[src/rtl/pgw_pkg.sv]
`timescale 1ns/1ps
package pgw_pkg;
  localparam int PA_W    = 36;
  localparam int CODE_W  = 10;
  localparam int FSR_W   = 16;
  localparam int ACC_LSB = 2;
  localparam int REF_BIT = 5;
  localparam int MOD_BIT = 6;

  typedef enum logic [1:0] {ET_INV = 2'd0, ET_PTR = 2'd1, ET_PTE = 2'd2, ET_RSV = 2'd3} ent_t;
  typedef enum logic [1:0] {ST_IDLE = 2'd0, ST_READ = 2'd1, ST_WRITE = 2'd2} st_t;

  localparam logic [2:0] FT_INVALID = 3'd1;
  localparam logic [2:0] FT_XLATE   = 3'd4;

  // rights as {exec, write, read}
  function automatic logic [2:0] page_rights(input logic [2:0] acc, input logic sup);
    logic [2:0] r;
    unique case (acc)
      3'd0: r = 3'b001;
      3'd1: r = 3'b011;
      3'd2: r = 3'b101;
      3'd3: r = 3'b111;
      3'd4: r = 3'b100;
      3'd5: r = sup ? 3'b011 : 3'b001;
      3'd6: r = sup ? 3'b101 : 3'b000;
      default: r = sup ? 3'b111 : 3'b000;
    endcase
    return r;
  endfunction

  // ai = {write, fetch, supervisor}; 0 ok, 8 protection, 12 privilege
  function automatic logic [3:0] access_verdict(input logic [2:0] ai, input logic [2:0] acc);
    logic [2:0] need;
    logic [2:0] have;
    need = {ai[1], ai[2], ~ai[2] & ~ai[1]};
    have = page_rights(acc, ai[0]);
    if (!ai[0] && acc[2:1] == 2'b11) return 4'd12;
    if ((need & ~have) != 3'b000) return 4'd8;
    return 4'd0;
  endfunction

  function automatic logic [CODE_W-1:0] walk_fault_code(input logic [1:0] lvl, input logic [2:0] ft);
    return {lvl, 3'b000, ft, 2'b00};
  endfunction

  function automatic logic [PA_W-1:0] next_table(input logic [29:0] base_field);
    return {base_field, 6'b000000};
  endfunction

  function automatic logic [PA_W-1:0] leaf_paddr(input logic [23:0] ppn, input logic [11:0] vlow,
                                                 input logic [1:0] lvl);
    logic [PA_W-1:0] off;
    unique case (lvl)
      2'd1:    off = {12'b0, vlow, 12'b0};
      2'd2:    off = {18'b0, vlow[5:0], 12'b0};
      default: off = '0;
    endcase
    return {ppn, 12'b0} + off;
  endfunction
endpackage

[src/rtl/pgw_access_check.sv]
`timescale 1ns/1ps
module pgw_access_check
  import pgw_pkg::*;
(
  input  logic [2:0]  ai,
  input  logic [31:0] pte,
  input  logic        nofault,
  output logic        perm_fault,
  output logic [3:0]  err_code,
  output logic [2:0]  granted,
  output logic        wb_need,
  output logic [31:0] wb_data
);
  logic [2:0] acc;
  logic [2:0] base_rights;

  assign acc        = pte[ACC_LSB +: 3];
  assign err_code   = access_verdict(ai, acc);
  assign perm_fault = (err_code != 4'd0) && !(nofault && !ai[0]);

  always_comb begin
    wb_data = pte;
    wb_data[REF_BIT] = 1'b1;
    if (ai[2]) wb_data[MOD_BIT] = 1'b1;
  end

  assign wb_need     = (wb_data != pte);
  assign base_rights = page_rights(acc, ai[0]);
  assign granted     = wb_data[MOD_BIT] ? base_rights : (base_rights & 3'b101);
endmodule

[src/rtl/pgw_fault_log.sv]
`timescale 1ns/1ps
module pgw_fault_log
  import pgw_pkg::*;
(
  input  logic              clk,
  input  logic              rst_n,
  input  logic              log_en,
  input  logic [2:0]        ai,
  input  logic [CODE_W-1:0] code,
  input  logic [19:0]       vpn,
  input  logic              ack,
  output logic [FSR_W-1:0]  fsr,
  output logic [31:0]       far
);
  logic [FSR_W-1:0] fsr_q;
  logic [19:0]      far_vpn_q;
  logic [FSR_W-1:0] fsr_next;

  assign fsr_next = {{(FSR_W-1){1'b0}}, |fsr_q}
                  | {{(FSR_W-8){1'b0}}, ai, 5'b00000}
                  | {{(FSR_W-CODE_W){1'b0}}, code}
                  | {{(FSR_W-2){1'b0}}, 2'b10};

  always_ff @(posedge clk) begin
    if (!rst_n) begin
      fsr_q     <= '0;
      far_vpn_q <= '0;
    end else if (log_en) begin
      fsr_q     <= fsr_next;
      far_vpn_q <= vpn;
    end else if (ack) begin
      fsr_q <= '0;
    end
  end

  assign fsr = fsr_q;
  assign far = {far_vpn_q, 12'h000};
endmodule

[src/rtl/pgw_walker.sv]
`timescale 1ns/1ps
module pgw_walker
  import pgw_pkg::*;
#(
  parameter logic [35:0] ROM_BASE = 36'h0_FF00_0000,
  parameter int          CTX_W    = 8
) (
  input  logic              clk,
  input  logic              rst_n,
  input  logic              cfg_enable,
  input  logic              cfg_boot,
  input  logic              cfg_nofault,
  input  logic [31:0]       cfg_root,
  input  logic [CTX_W-1:0]  cfg_ctx,
  input  logic              req_valid,
  input  logic [19:0]       req_vpn,
  input  logic              req_write,
  input  logic              req_fetch,
  input  logic              req_super,
  output logic              busy,
  output logic              done,
  output logic              rsp_fault,
  output logic [CODE_W-1:0] rsp_code,
  output logic [PA_W-1:0]   rsp_paddr,
  output logic [1:0]        rsp_psize,
  output logic [2:0]        rsp_perm,
  output logic              mem_req,
  output logic              mem_we,
  output logic [PA_W-1:0]   mem_addr,
  output logic [31:0]       mem_wdata,
  input  logic [31:0]       mem_rdata,
  input  logic              mem_ack,
  input  logic              fsr_ack,
  output logic [FSR_W-1:0]  fsr,
  output logic [31:0]       far
);
  localparam int          IDX_W    = 8;
  localparam logic [1:0]  LAST_LVL = 2'd3;

  st_t         state;
  logic [1:0]  lvl;
  logic [19:0] vpn_q;
  logic [2:0]  ai_q;
  logic [PA_W-1:0] addr_q;
  logic [31:0] wdata_q;
  logic        we_q;

  // named internal events
  logic        accept, rd_ack, wr_ack, go_next, is_leaf, walk_err, fault_now;
  logic        perm_fault, wb_need;
  logic [3:0]  err_code;
  logic [2:0]  granted, walk_type;
  logic [31:0] wb_data;
  logic [CODE_W-1:0] fault_code;
  logic [IDX_W-1:0]  next_idx;
  logic [PA_W-1:0]   next_addr, root_addr, bypass_pa;
  ent_t        etype;

  assign accept    = req_valid && (state == ST_IDLE);
  assign etype     = ent_t'(mem_rdata[1:0]);
  assign rd_ack    = (state == ST_READ) && mem_ack;
  assign wr_ack    = (state == ST_WRITE) && mem_ack;
  assign go_next   = rd_ack && (etype == ET_PTR) && (lvl != LAST_LVL);
  assign is_leaf   = rd_ack && (etype == ET_PTE) && (lvl != 2'd0);
  assign walk_err  = rd_ack && !go_next && !is_leaf;
  assign walk_type = (etype == ET_INV) ? FT_INVALID : FT_XLATE;
  assign fault_now = walk_err || (is_leaf && perm_fault);
  assign fault_code = walk_err ? walk_fault_code(lvl, walk_type) : {{(CODE_W-4){1'b0}}, err_code};

  always_comb begin
    unique case (lvl)
      2'd0:    next_idx = vpn_q[19:12];
      2'd1:    next_idx = {2'b00, vpn_q[11:6]};
      default: next_idx = {2'b00, vpn_q[5:0]};
    endcase
  end

  assign next_addr = next_table(mem_rdata[31:2]) + {{(PA_W-IDX_W-2){1'b0}}, next_idx, 2'b00};
  assign root_addr = {cfg_root, 4'h0} + {{(PA_W-CTX_W-2){1'b0}}, cfg_ctx, 2'b00};
  assign bypass_pa = (cfg_boot && req_fetch && !req_write)
                   ? (ROM_BASE | {17'b0, req_vpn[6:0], 12'h000})
                   : {4'h0, req_vpn, 12'h000};

  pgw_access_check u_chk_acc (
    .ai(ai_q), .pte(mem_rdata), .nofault(cfg_nofault),
    .perm_fault(perm_fault), .err_code(err_code), .granted(granted),
    .wb_need(wb_need), .wb_data(wb_data)
  );

  pgw_fault_log u_log (
    .clk(clk), .rst_n(rst_n), .log_en(fault_now), .ai(ai_q), .code(fault_code),
    .vpn(vpn_q), .ack(fsr_ack), .fsr(fsr), .far(far)
  );

  always_ff @(posedge clk) begin
    if (!rst_n) begin
      state     <= ST_IDLE;
      lvl       <= '0;
      vpn_q     <= '0;
      ai_q      <= '0;
      addr_q    <= '0;
      wdata_q   <= '0;
      we_q      <= 1'b0;
      done      <= 1'b0;
      rsp_fault <= 1'b0;
      rsp_code  <= '0;
      rsp_paddr <= '0;
      rsp_psize <= '0;
      rsp_perm  <= '0;
    end else begin
      done <= 1'b0;
      unique case (state)
        ST_IDLE: if (accept) begin
          vpn_q <= req_vpn;
          ai_q  <= {req_write, req_fetch, req_super};
          if (cfg_enable) begin
            state  <= ST_READ;
            lvl    <= 2'd0;
            addr_q <= root_addr;
            we_q   <= 1'b0;
          end else begin
            done      <= 1'b1;
            rsp_fault <= 1'b0;
            rsp_code  <= '0;
            rsp_psize <= 2'd0;
            rsp_paddr <= bypass_pa;
            rsp_perm  <= (cfg_boot && req_fetch && !req_write) ? 3'b101 : 3'b111;
          end
        end
        ST_READ: begin
          if (go_next) begin
            lvl    <= lvl + 2'd1;
            addr_q <= next_addr;
          end else if (fault_now) begin
            done      <= 1'b1;
            state     <= ST_IDLE;
            rsp_fault <= 1'b1;
            rsp_code  <= fault_code;
            rsp_paddr <= '0;
            rsp_psize <= '0;
            rsp_perm  <= '0;
          end else if (is_leaf) begin
            rsp_fault <= 1'b0;
            rsp_code  <= '0;
            rsp_paddr <= leaf_paddr(mem_rdata[31:8], vpn_q[11:0], lvl);
            rsp_psize <= LAST_LVL - lvl;
            rsp_perm  <= granted;
            if (wb_need) begin
              state   <= ST_WRITE;
              we_q    <= 1'b1;
              wdata_q <= wb_data;
            end else begin
              done  <= 1'b1;
              state <= ST_IDLE;
            end
          end
        end
        ST_WRITE: if (wr_ack) begin
          done  <= 1'b1;
          state <= ST_IDLE;
          we_q  <= 1'b0;
        end
        default: state <= ST_IDLE;
      endcase
    end
  end

  assign busy      = (state != ST_IDLE);
  assign mem_req   = (state == ST_READ) || (state == ST_WRITE);
  assign mem_we    = we_q;
  assign mem_addr  = addr_q;
  assign mem_wdata = wdata_q;
endmodule

[config.mk]
export PLATFORM = sky130hd
export DESIGN_NAME = pgw_walker
export DESIGN_NICKNAME = d
export VERILOG_FILES = /design/src/rtl/pgw_pkg.sv /design/src/rtl/pgw_access_check.sv /design/src/rtl/pgw_fault_log.sv /design/src/rtl/pgw_walker.sv
export SDC_FILE = /design/constraint.sdc
export NUM_CORES = 1
export LEC_CHECK = 0
export BUFFER_PORTS_ARGS = -buffer_cell sky130_fd_sc_hd__buf_4
export CORE_MARGIN = 2
export CORE_UTILIZATION = 52
export CTS_CLUSTER_SIZE = 10
export DETAILED_ROUTE_END_ITERATION = 7
export PLACE_DENSITY = 0.92
export SYNTH_ARGS = -nofsm -noshare
export SYNTH_HDL_FRONTEND = slang
export SYNTH_SLANG_ARGS = --single-unit
[constraint.sdc]
create_clock -name clk -period 3.9 [get_ports clk]
set_clock_uncertainty 0.15 [all_clocks]
set_input_delay 0.195 -clock clk [delete_from_list [all_inputs] [get_ports clk]]
set_output_delay 0.195 -clock clk [all_outputs]
set_load 0.05 [all_outputs]
==> metrics.md <==
| Metric | Value |
|---|---|
| Kind of critical path | reg -> reg |
| Ant diodes | 0 |
| Overall Global Routing Usage | 33.61% |
| Top Ports | 275 |
| Number of global-route vias before repair | 9316 |
| Worst IR drop on VDD | 0.3310 mV |
| Worst-path fanout max | 8 |
| Gate count of the mapped netlist | 1168 |
| Initial detailed-routing violation count | 967 |
| Largest net degree at the start of global routing | 116 |
| Worst min-delay path category | in -> reg |
| First-pass GRT wire length | 48.82 mm |
| Asr flop ratio synth | 0% |
| Pre-CTS WS | 0.4672 ns |
| Static leakage | 5.001 nW |
| Total congestion overflow after global routing | 0 |
| TritonCTS clock tree | built |
| Post-CTS setup buffer count | 0 |
| Antenna-violating nets left | 0 |
| Yosys top cell by area | sky130_fd_sc_hd__dfxtp_1 |
| Setup crit end kind | register |
| Top area cells in the synthesized netlist | sky130_fd_sc_hd__dfxtp_1 (36%), sky130_fd_sc_hd__nand2_1 (9.1%), sky130_fd_sc_hd__a21oi_1 (7.6%) |
| Final design utilization | 70.53% |
| Number of flops mapped to enable cells by yosys | 0 |
| Cell variety after synth | 69 |
| Highest-delay cell along the critical path | sky130_fd_sc_hd__a21oi_1 |
| Cell Chain, Critical Path | inv_1 -> ha_1 -> o21a_1 -> and2_1 -> ha_1 -> a21oi_1 -> o211ai_1 -> a21oi_1 -> nor3_1 -> xnor2_1 -> o32ai_1 |
| Vias per Instance | 5.965 |
| Resize count post-CTS | 0 |
| Leading register cell type out of synthesis | sky130_fd_sc_hd__dfxtp_1 |
| Final Max Tran Viols | 0 |
| Unrepaired setup endpoints after global routing | false |
| Achievable clock frequency | 281.3 MHz |
| Ys Warns | 0 |
| Via count | 9997 |
| Worst Tran Pin Value | 1.024 ns |
| Signal arrival time at the worst endpoint | 3.75 ns |
| Clock-pin transition on the worst setup and hold timing paths | 0.07 ns |
| Final count of hold timing violations | 0 |
| Port bufs | 237 |
| Startpoint type of the worst setup path | register |
| Final setup TNS | 0 ns |
| Chip width | 135.7 µm |
| CTS Hold Buffers Added | 67 |
| Final Net Count | 1574 |
| Buffer levels on the longest clock path | 2 |
| Max cap viols | 0 |
| Share of synthesized area occupied by flip-flops and latches | 35.52% |
| Row cnt | 48 |
| Number of clock sinks | 160 |
| Endpoints failing setup | 0 |
| Cell Area, Synth | 9019 µm² |
| Number of antenna violations at the first check in global routing | 0 |
| Top-area cell type share of the netlist area | 35.52% |
| Clock period minus final worst setup slack | 3.555 ns |
| Clock network latency to the later pin of the worst-skew pair | 0.44 ns |
| Avg WL per Cell | 18.96 µm |
| Number of iterations in the first detailed-routing pass | 5 |
| Most common cell in the synthesized netlist | sky130_fd_sc_hd__nand2_1 |
| Share of final-layout standard cells stronger than drive strength 1 | 20.74% |
| Final worst-path cycle share | 91.16% |
| Final wirelength | 31.78 mm |
| H-tree depth | 4 |
| Data required, critical path | 4.09 ns |
| Final Worst Setup Slack | 0.3447 ns |
| Worst relative slew slack | 30.64% |
| Standard cell core area | 17120 µm² |
| Starting Density | 52.69% |
| List of most frequent post-synthesis cells | sky130_fd_sc_hd__nand2_1 (219), sky130_fd_sc_hd__dfxtp_1 (160), sky130_fd_sc_hd__a21oi_1 (137) |
| Height of the die | 135.7 µm |
| Area growth, synth to finish | 33.85% |
| Pwr per Cell Area | 506.7 nW/µm² |
| Clock tree root driver cell | sky130_fd_sc_hd__clkbuf_16 |
| Number of non-filler instances in the completed layout | 1676 |
| Status | complete, no violations |
| DIE AREA | 18410 µm² |
| # DRC | 0 |
| Placed Cells incl. Taps | 1577 |
| Number of buffers created by CTS | 17 |
| Total of flip-flops plus latches after synthesis | 160 |
| Mean instance size in the synthesized netlist | 7.721 µm² |
| Post-DP HPWL | 22.59 mm |
| Crit-path max cell delay | 0.62 ns |
| Hold_ws | 0.02812 ns |
| Final estimated routing congestion in global placement | 0.9930 |
flip-flops by register name (all words and copies together) (netlist names), 3 cells and up:
name,count
mem_wdata,32
vpn_q,20
rsp_paddr,24
u_log.fsr,10
ai_q,3
rsp_perm,3
u_log.far_vpn_q,20
mem_addr,34
rsp_code,5
layout make-up:
class | count | area (µm²)
flip-flops and latches | 160 | 3203
well taps | 225 | 281.5
clock buffers | 17 | 425.4
clock inverters | 15 | 177.7
repair buffers | 320 | 2582
multi-input cells | 907 | 5280
inverters | 32 | 121.4
fillers | 1312 | 5045
power breakdown:
group | switching [W] | total (W) | internal [W]
clock | 0.000751 | 0.00171 | 0.000963
sequential | 0.000171 | 0.00202 | 0.00185
combinational | 0.00167 | 0.00238 | 0.000715
total | 0.00259 | 0.00612 | 0.00353
critical path: cells and delay by family, from the launching register on:
kind                       cells  cell delay (ns)
AOI/OAI and AO/OA              5             1.62
and+or+nand+nor                2             0.34
DFF                            1             0.43
adders and majority gates      2             0.63
buffers and inverters          1             0.11
xor gates and xnor gates       1             0.18
cell families after synthesis:
kind of cell	share of synthesized area, %
adder cells (fa/ha/maj)	4.828
AND/OR/NAND/NOR	22.82
buffers and inverters	7.561
other	0.04158
AO/OA/AOI/OAI	22.66
XOR/XNOR	6.021
multiplexers	0.5550
flip-flops	35.52
stage by stage:
step                cell area, µm²  power (W)
finish                       12070   0.006117
global route                 12070   0.006339
CTS                          12070   0.006080
detailed placement           10800   0.004325
global placement             10800   0.004299
floorplan                     9154   0.003582
cell usage in the layout, fill, tap and decap left out, types with 13 or more instances in the layout:
| cell | instances |
|---|---|
| sky130_fd_sc_hd__a21oi_1 | 137 |
| sky130_fd_sc_hd__a221oi_1 | 13 |
| sky130_fd_sc_hd__and2_1 | 19 |
| sky130_fd_sc_hd__and3_1 | 15 |
| sky130_fd_sc_hd__buf_4 | 252 |
| sky130_fd_sc_hd__clkbuf_16 | 17 |
| sky130_fd_sc_hd__conb_1 | 37 |
| sky130_fd_sc_hd__dfxtp_1 | 160 |
| sky130_fd_sc_hd__dlygate4sd3_1 | 67 |
| sky130_fd_sc_hd__ha_1 | 30 |
| sky130_fd_sc_hd__inv_1 | 31 |
| sky130_fd_sc_hd__nand2_1 | 219 |
| sky130_fd_sc_hd__nand3_1 | 33 |
| sky130_fd_sc_hd__nand4_1 | 13 |
| sky130_fd_sc_hd__nor2_1 | 64 |
| sky130_fd_sc_hd__nor3_1 | 31 |
| sky130_fd_sc_hd__o211ai_1 | 15 |
| sky130_fd_sc_hd__o21ai_0 | 55 |
| sky130_fd_sc_hd__xnor2_1 | 46 |
| sky130_fd_sc_hd__xor2_1 | 16 |
path summary, 6_finish.rpt:
path / startpoint / cells past startpoint / slack (ns) / to
worst max-delay path: lvl[1]$_SDFFE_PN0P_ / 11 / 0.34 / rsp_paddr[31]$_SDFFE_PN0P_
worst min-delay path: mem_rdata[1] / 3 / 0.03 / u_log.fsr[4]$_SDFFE_PN0P_
worst max register to register: lvl[1]$_SDFFE_PN0P_ / 11 / 0.34 / rsp_paddr[31]$_SDFFE_PN0P_
worst min register to register: mem_wdata[9]$_SDFFE_PN0P_ / 2 / 0.31 / mem_wdata[9]$_SDFFE_PN0P_
routing by layer:
| layer | GRT usage (%) | routed length, µm |
|---|---|---|
| met5 | 0 | 0 |
| met4 | 14.70 | 1192 |
| met3 | 6.322 | 3198 |
| met2 | 56.40 | 15270 |
| met1 | 42.09 | 12120 |
Note: power is estimated with default switching activity, not from simulation.
